File: src/rtl/lirq_timer_pkg.sv
package lirq_timer_pkg;

  localparam int EntryW   = 32;
  localparam int VecW     = 8;
  localparam int ModeW    = 3;
  localparam int VecLsb   = 0;
  localparam int ModeLsb  = 8;
  localparam int TrigBit  = 15;
  localparam int MaskBit  = 16;
  localparam int PerBit   = 17;

  typedef enum logic {
    SEL_ENTRY = 1'b0,
    SEL_INIT  = 1'b1
  } wr_sel_e;

  typedef struct packed {
    logic [VecW-1:0]  vector;
    logic [ModeW-1:0] mode;
    logic             level;
    logic             masked;
    logic             periodic;
  } entry_fields_t;

  function automatic entry_fields_t unpack_entry(input logic [EntryW-1:0] raw);
    entry_fields_t f;
    f.vector   = raw[VecLsb +: VecW];
    f.mode     = raw[ModeLsb +: ModeW];
    f.level    = raw[TrigBit];
    f.masked   = raw[MaskBit];
    f.periodic = raw[PerBit];
    return f;
  endfunction

endpackage

File: src/rtl/lirq_rst_sync.sv
module lirq_rst_sync #(
  parameter int Stages = 2
) (
  input  logic clk_i,
  input  logic rst_ni,
  output logic rst_no
);
  logic [Stages-1:0] sync_q;

  always_ff @(posedge clk_i or negedge rst_ni) begin
    if (!rst_ni) sync_q <= '0;
    else         sync_q <= {sync_q[Stages-2:0], 1'b1};
  end

  assign rst_no = sync_q[Stages-1];
endmodule

File: src/rtl/lirq_cfg_regs.sv
module lirq_cfg_regs
  import lirq_timer_pkg::*;
#(
  parameter int CntW = 32
) (
  input  logic                  clk_i,
  input  logic                  rst_ni,
  input  logic                  wr_en_i,
  input  logic                  wr_sel_i,
  input  logic [EntryW-1:0]     wr_data_i,
  output entry_fields_t         fields_o,
  output logic [CntW-1:0]       init_o,
  output logic                  load_o,
  output logic [CntW-1:0]       load_val_o
);
  entry_fields_t   fld_q, fld_d;
  logic [CntW-1:0] init_q, init_d;
  logic            fld_en, init_en;
  logic            unused_wr;

  always_comb begin
    fld_en  = wr_en_i & (wr_sel_i == SEL_ENTRY);
    init_en = wr_en_i & (wr_sel_i == SEL_INIT);
    fld_d   = unpack_entry(wr_data_i);
    init_d  = wr_data_i[CntW-1:0];
  end

  always_ff @(posedge clk_i or negedge rst_ni) begin
    if (!rst_ni)     fld_q <= '0;
    else if (fld_en) fld_q <= fld_d;
  end

  always_ff @(posedge clk_i or negedge rst_ni) begin
    if (!rst_ni)      init_q <= '0;
    else if (init_en) init_q <= init_d;
  end

  assign unused_wr  = ^wr_data_i;
  assign fields_o   = fld_q;
  assign init_o     = init_q;
  assign load_o     = init_en;
  assign load_val_o = init_d;

  // an entry write must not alter the initial-count register
  a_r8_entry_keeps_init: assert property (@(posedge clk_i) disable iff (!rst_ni)
    (wr_en_i && wr_sel_i == SEL_ENTRY) |=> $stable(init_q));
endmodule

File: src/rtl/lirq_downcounter.sv
module lirq_downcounter #(
  parameter int CntW = 32
) (
  input  logic            clk_i,
  input  logic            rst_ni,
  input  logic            load_i,
  input  logic [CntW-1:0] load_val_i,
  input  logic            tick_i,
  input  logic            periodic_i,
  input  logic [CntW-1:0] reload_val_i,
  output logic [CntW-1:0] count_o,
  output logic            expire_o
);
  localparam logic [CntW-1:0] One  = CntW'(1);
  localparam logic [CntW-1:0] Zero = '0;

  logic [CntW-1:0] cnt_q, cnt_d;
  logic            live, step, expire, cnt_en;

  always_comb begin
    live   = (cnt_q != Zero);
    step   = tick_i & ~load_i & live;
    expire = step & (cnt_q == One);
    cnt_en = load_i | step;
    cnt_d  = cnt_q;
    if (load_i)      cnt_d = load_val_i;
    else if (expire) cnt_d = periodic_i ? reload_val_i : Zero;
    else if (step)   cnt_d = cnt_q - One;
  end

  always_ff @(posedge clk_i or negedge rst_ni) begin
    if (!rst_ni)     cnt_q <= '0;
    else if (cnt_en) cnt_q <= cnt_d;
  end

  assign count_o  = cnt_q;
  assign expire_o = expire;

  // a load is visible the next cycle
  a_r2_load: assert property (@(posedge clk_i) disable iff (!rst_ni)
    load_i |=> (cnt_q == $past(load_val_i)));
  // decrement by one per tick above one
  a_r3_dec: assert property (@(posedge clk_i) disable iff (!rst_ni)
    (tick_i && !load_i && cnt_q > One) |=> (cnt_q == $past(cnt_q) - One));
  // no tick, no load, no change
  a_r3_hold: assert property (@(posedge clk_i) disable iff (!rst_ni)
    (!tick_i && !load_i) |=> $stable(cnt_q));
  // periodic reload on expiry
  a_r6_reload: assert property (@(posedge clk_i) disable iff (!rst_ni)
    (tick_i && !load_i && cnt_q == One && periodic_i) |=> (cnt_q == $past(reload_val_i)));
  // one-shot parks at zero
  a_r6_stop: assert property (@(posedge clk_i) disable iff (!rst_ni)
    (!load_i && cnt_q == Zero) |=> (cnt_q == Zero));
endmodule

File: src/rtl/lirq_req_gen.sv
module lirq_req_gen
  import lirq_timer_pkg::*;
(
  input  logic             clk_i,
  input  logic             rst_ni,
  input  logic             expire_i,
  input  entry_fields_t    fields_i,
  output logic             req_o,
  output logic [VecW-1:0]  vec_o,
  output logic [ModeW-1:0] mode_o,
  output logic             level_o
);
  logic             req_q, req_d, cap_en;
  logic [VecW-1:0]  vec_q;
  logic [ModeW-1:0] mode_q;
  logic             level_q;

  always_comb begin
    req_d  = expire_i & ~fields_i.masked;
    cap_en = req_d;
  end

  always_ff @(posedge clk_i or negedge rst_ni) begin
    if (!rst_ni) req_q <= 1'b0;
    else         req_q <= req_d;
  end

  always_ff @(posedge clk_i or negedge rst_ni) begin
    if (!rst_ni) begin
      vec_q   <= '0;
      mode_q  <= '0;
      level_q <= 1'b0;
    end else if (cap_en) begin
      vec_q   <= fields_i.vector;
      mode_q  <= fields_i.mode;
      level_q <= fields_i.level;
    end
  end

  assign req_o   = req_q;
  assign vec_o   = vec_q;
  assign mode_o  = mode_q;
  assign level_o = level_q;

  // masked expiry raises nothing
  a_r5_mask: assert property (@(posedge clk_i) disable iff (!rst_ni)
    (expire_i && fields_i.masked) |=> !req_q);
  // unmasked expiry strobes with the entry fields
  a_r4_strobe: assert property (@(posedge clk_i) disable iff (!rst_ni)
    (expire_i && !fields_i.masked) |=> (req_q && vec_q == $past(fields_i.vector)
                                        && mode_q == $past(fields_i.mode)));
  // strobe only follows an expiry
  a_r4_cause: assert property (@(posedge clk_i) disable iff (!rst_ni)
    !expire_i |=> !req_q);
endmodule

File: src/rtl/lirq_timer.sv
module lirq_timer
  import lirq_timer_pkg::*;
#(
  parameter int CntW = 32
) (
  input  logic             clk_i,
  input  logic             rst_ni,
  input  logic             wr_en_i,
  input  logic             wr_sel_i,
  input  logic [31:0]      wr_data_i,
  input  logic             tick_en_i,
  output logic [CntW-1:0]  cur_count_o,
  output logic             irq_req_o,
  output logic [7:0]       irq_vec_o,
  output logic [2:0]       irq_mode_o,
  output logic             irq_level_o
);
  logic            rst_n;
  entry_fields_t   fields;
  logic [CntW-1:0] init_val, load_val;
  logic            load, expire;

  lirq_rst_sync #(.Stages(2)) u_rst (
    .clk_i (clk_i), .rst_ni(rst_ni), .rst_no(rst_n)
  );

  lirq_cfg_regs #(.CntW(CntW)) u_cfg (
    .clk_i     (clk_i),
    .rst_ni    (rst_n),
    .wr_en_i   (wr_en_i),
    .wr_sel_i  (wr_sel_i),
    .wr_data_i (wr_data_i),
    .fields_o  (fields),
    .init_o    (init_val),
    .load_o    (load),
    .load_val_o(load_val)
  );

  lirq_downcounter #(.CntW(CntW)) u_cnt (
    .clk_i       (clk_i),
    .rst_ni      (rst_n),
    .load_i      (load),
    .load_val_i  (load_val),
    .tick_i      (tick_en_i),
    .periodic_i  (fields.periodic),
    .reload_val_i(init_val),
    .count_o     (cur_count_o),
    .expire_o    (expire)
  );

  lirq_req_gen u_req (
    .clk_i   (clk_i),
    .rst_ni  (rst_n),
    .expire_i(expire),
    .fields_i(fields),
    .req_o   (irq_req_o),
    .vec_o   (irq_vec_o),
    .mode_o  (irq_mode_o),
    .level_o (irq_level_o)
  );

  // a strobe follows a tick at count one with no colliding initial-count write
  a_r7_req_source: assert property (@(posedge clk_i) disable iff (!rst_n)
    irq_req_o |-> $past(tick_en_i && cur_count_o == CntW'(1)
                        && !(wr_en_i && wr_sel_i == SEL_INIT)));
  // an entry write without a tick leaves the count alone
  a_r9_entry_no_count: assert property (@(posedge clk_i) disable iff (!rst_n)
    (wr_en_i && wr_sel_i == SEL_ENTRY && !tick_en_i) |=> $stable(cur_count_o));
endmodule

File: config.mk
export PLATFORM = sky130hd
export DESIGN_NAME = lirq_timer
export DESIGN_NICKNAME = d
export VERILOG_FILES = /design/src/rtl/lirq_timer_pkg.sv /design/src/rtl/lirq_rst_sync.sv /design/src/rtl/lirq_cfg_regs.sv /design/src/rtl/lirq_downcounter.sv /design/src/rtl/lirq_req_gen.sv /design/src/rtl/lirq_timer.sv
export SDC_FILE = /design/constraint.sdc
export NUM_CORES = 1
export LEC_CHECK = 0
export ABC_AREA = 1
export CAP_MARGIN = 30
export CORE_ASPECT_RATIO = 1.75
export CORE_MARGIN = 2
export CORE_UTILIZATION = 60
export DETAILED_ROUTE_END_ITERATION = 8
export DONT_BUFFER_PORTS = 1
export PLACE_DENSITY_LB_ADDON = 0.12
export SYNTH_ARGS = -nofsm -noshare
export SYNTH_HDL_FRONTEND = slang
export SYNTH_SLANG_ARGS = --single-unit
File: constraint.sdc
create_clock -name clk_i -period 3.57 [get_ports clk_i]
set_input_delay 0.357 -clock clk_i [delete_from_list [all_inputs] [get_ports clk_i]]
set_output_delay 0.357 -clock clk_i [all_outputs]
set_load 0.01 [all_outputs]
==> flow_metrics.py <==
metrics = {
    "pwr": {
        "comb_power_share_pct": 18.7,
        "p_int_mw": 1.97,
        "power_density_mw_per_mm2": 554,
        "p_sw_mw": 1.02,
        "max-vdd-ir-drop_uv": 417,
        "p_seq_share_pct": 48.5,
        "p_sw_share_pct": 34.0,
        "p_leak_nw": 2.68,
        "clkPwrFrac_pct": 32.8,
    },
    "logic_synthesis": {
        "synth_largest_area_cell": "dfrtp_1",
        "synth_area_leaders": "dfrtp_1 47%, nand2_1 20%, nand3_1 5.7%",
        "ys_ff_latch": 93,
        "synth.distinct_cells": 30,
        "postSynthAreaPerCell_um2": 7.37,
        "synthesis.instances": 679,
        "ys_seq_area_share_pct": 46.5,
        "yosysTopAreaCellShare_pct": 46.5,
        "synth_area_mm2": 0.00500,
        "yosysWarnings": 0,
        "ys.flop_type": "dfrtp_1",
        "synth_edf_count": 0,
        "synthesis.nets": 718,
        "synth_async_sr_flop_share_pct": 100,
    },
    "routing": {
        "drt-met1-wl_mm": 4.86,
        "vias": 4368,
        "ant_nets": 0,
        "drt-pass1-iter-count": 7,
        "wl_per_cell_um": 17.8,
        "first_iter_violations": 233,
        "wl_met3_um": 696,
        "topRoutingLayerUsed": "met4",
        "drc": 0,
        "drt-total-wl_mm": 13.7,
        "wl_met2_mm": 7.76,
        "routed_via_density": 5.69,
    },
    "run_status": {
        "status": "finished, final reports clean",
    },
    "hold_path": {
        "hold_depth": 2,
        "hp-start": "wr_data_i[31]",
        "hold-path-endpoint": "u_cfg.init_o[31]",
        "worstHoldPathType": "input port to flip-flop",
    },
    "sta": {
        "hold_viol_final": 0,
        "finClkSkew_ps": 8.95,
        "drv_slew": 0,
        "layout_setup_ws_ps": 758,
        "fin_crit_sh_pct": 78.8,
        "max_freq_mhz": 356,
        "fin_tns_setup_ps": 0,
        "finalSetupViolations": 0,
        "rsz0062_at_grt": "false",
        "layout_min_cycle_time_ps": 2810,
        "relSlewSlack_pct": 52.0,
        "worst_pin_slew_ps": 719,
    },
    "die": {
        "start_util_pct": 61.0,
        "die-area_mm2": 0.00911,
        "rows": 44,
        "core_area_mm2": 0.00820,
        "pin_count": 82,
        "die_h_um": 125,
        "die_w_um": 73.0,
    },
    "finish": {
        "area_growth_pct": 7.85,
        "final_cell_mix": "267 x nand2_1, 92 x dfrtp_1, 76 x nor2_1, 57 x nand3_1, 51 x a21oi_1",
        "nFillCells": 712,
        "final_net_count": 710,
        "final_common_cell": "nand2_1",
        "finalNonFillerCells": 768,
        "seq_area_mm2": 0.00233,
        "multi_input_area_mm2": 0.00241,
        "diodes": 0,
        "drive_gt1_share_pct": 7.40,
        "final_core_util_pct": 65.8,
    },
    "critical_path": {
        "r2r_slack_ps": 760,
        "reg2reg_from": "u_cnt.count_o[0]",
        "max_stage_delay_ps": 550,
        "critPathSlowestCell": "or2_1",
        "crit_required_ps": 3800,
        "cp_max_fo": 19,
        "crit_top_cell": "nand2_1",
        "critPathCaptureType": "flip-flop",
        "cp_data_arrival_time_ps": 3040,
        "path_class": "flip-flop to flip-flop",
        "reg2reg_depth": 12,
        "regToRegEndpoint": "u_req.mode_o[1]",
        "startpoint": "u_cnt.count_o[0]",
        "critPathLaunchType": "flip-flop",
        "crit_chain": "inv_1 -> ha_1 -> nand2_2 -> nor2_4 -> nand2_2 -> inv_1 -> nand2_1 -> nand3_4 -> or2_1 -> clkinv_2 -> nand2_1 -> nand2_1",
    },
    "placement": {
        "gp_congestion": 0.940,
        "io_buffer_count": 0,
        "place_ws_ps": 759,
        "dp_cells": 750,
        "hpwl_mm": 9.86,
    },
    "global_routing": {
        "grtUsageTotal_pct": 31.2,
        "antenna_found_initial": 0,
        "grt_pass1_vias": 4471,
        "grt_max_degree": 77,
        "gr-total-overflow": 0,
        "grt_pass1_wl_mm": 21.6,
    },
    "clock_tree": {
        "clkSlewWorstSetupHoldPaths_ps": 70,
        "cts_tree": "done",
        "clk_path_buf_depth": 2,
        "cts-root-buf": "clkbuf_16",
        "ctsResizeCount": 0,
        "clock-sinks": 93,
        "cts_made_buffers": 9,
        "clk_latency_ps": 340,
        "cts_hold_buf": 1,
        "htreeDepth": 3,
        "cts_setup_buffers": 0,
    },
    "flow_run": {
        "drv_cap": 0,
    },
}
## power by group through the flow
stage / Combinational (mW) / Sequential [mW] / Clock [mW]
6_report: 0.559 / 1.45 / 0.981
2_1_floorplan: 0.429 / 1.40 / 0
3_5_place_dp: 0.536 / 1.48 / 0
3_3_place_gp: 0.501 / 1.48 / 0
4_1_cts: 0.545 / 1.46 / 0.999
5_1_grt: 0.642 / 1.47 / 1.04
## routing by layer
metal  global-route usage [%]  vias up
met5                        0        -
met1                     33.2     2051
li1                         -     2144
met4                     13.3        0
met2                     56.8      145
met3                     6.80       28
## cell usage after synthesis (2+ instances only)
cell type,instances
nand2_1,267
dfrtp_1,93
nor2_1,76
nand3_1,57
a21oi_1,51
inv_1,34
o21ai_0,18
clkbuf_1,15
xor2_1,15
mux2_2,11
buf_2,6
nand2_2,5
nor2_4,5
buf_6,3
o21bai_1,3
buf_1,2
ha_1,2
nand4_1,2
nor2_2,2
xnor2_1,2
## cell families after synthesis
family,share of synthesized area (%)
simple gates,34.6
flops,46.5
compound gates,7.53
buf+inv,5.35
xor+xnor,2.98
mux,2.48
fa+ha+maj,0.500
other cells,0.0750
## how the worst max path moves through the flow
| stage | end | depth (start not counted) |
|---|---|---|
| finish | u_req.mode_o[1] | 12 |
| global route | u_req.mode_o[0] | 12 |
| CTS | u_req.mode_o[1] | 12 |
| detailed placement | u_req.mode_o[1] | 12 |
| global placement | u_req.mode_o[1] | 12 |
| floorplan | u_cfg.fields_o[0] | 0 |
## critical path, delay by kind of cell (launching register included)
| family | cells | cell delay (ps) |
|---|---|---|
| and+or+nand+nor | 8 | 1500 |
| adders and majority gates | 1 | 230 |
| DFF | 1 | 440 |
| buffers and inverters | 3 | 520 |
## area by class of cell
cell class | count | share of cell area (%)
clock buffers | 9 | 4.17
repair buffers | 7 | 1.76
well taps | 92 | 2.13
clock inverters | 7 | 1.51
inverters | 37 | 2.60
multi-input cells | 523 | 44.6
flip-flops and latches | 93 | 43.2
## through the flow
step                      hold WS, ps  instance area, um2  power (mW)
after global routing              125                5400        3.15
after global placement           61.5                5020        1.98
after detailed placement         61.4                5050        2.02
after CTS                         111                5370        3.00
after floorplan                  61.4                5000        1.83
final                             121                5400        2.99
## flip-flops by register name, indices dropped and copies added, names as in the netlist
name / cells
u_cfg.fields_o: 14
u_cfg.init_o: 32
u_cnt.count_o: 32
u_req.level_o: 1
u_req.mode_o: 3
u_req.req_o: 1
u_req.vec_o: 8
u_rst.sync_q: 2
Note: power is estimated with default switching activity, not from simulation.
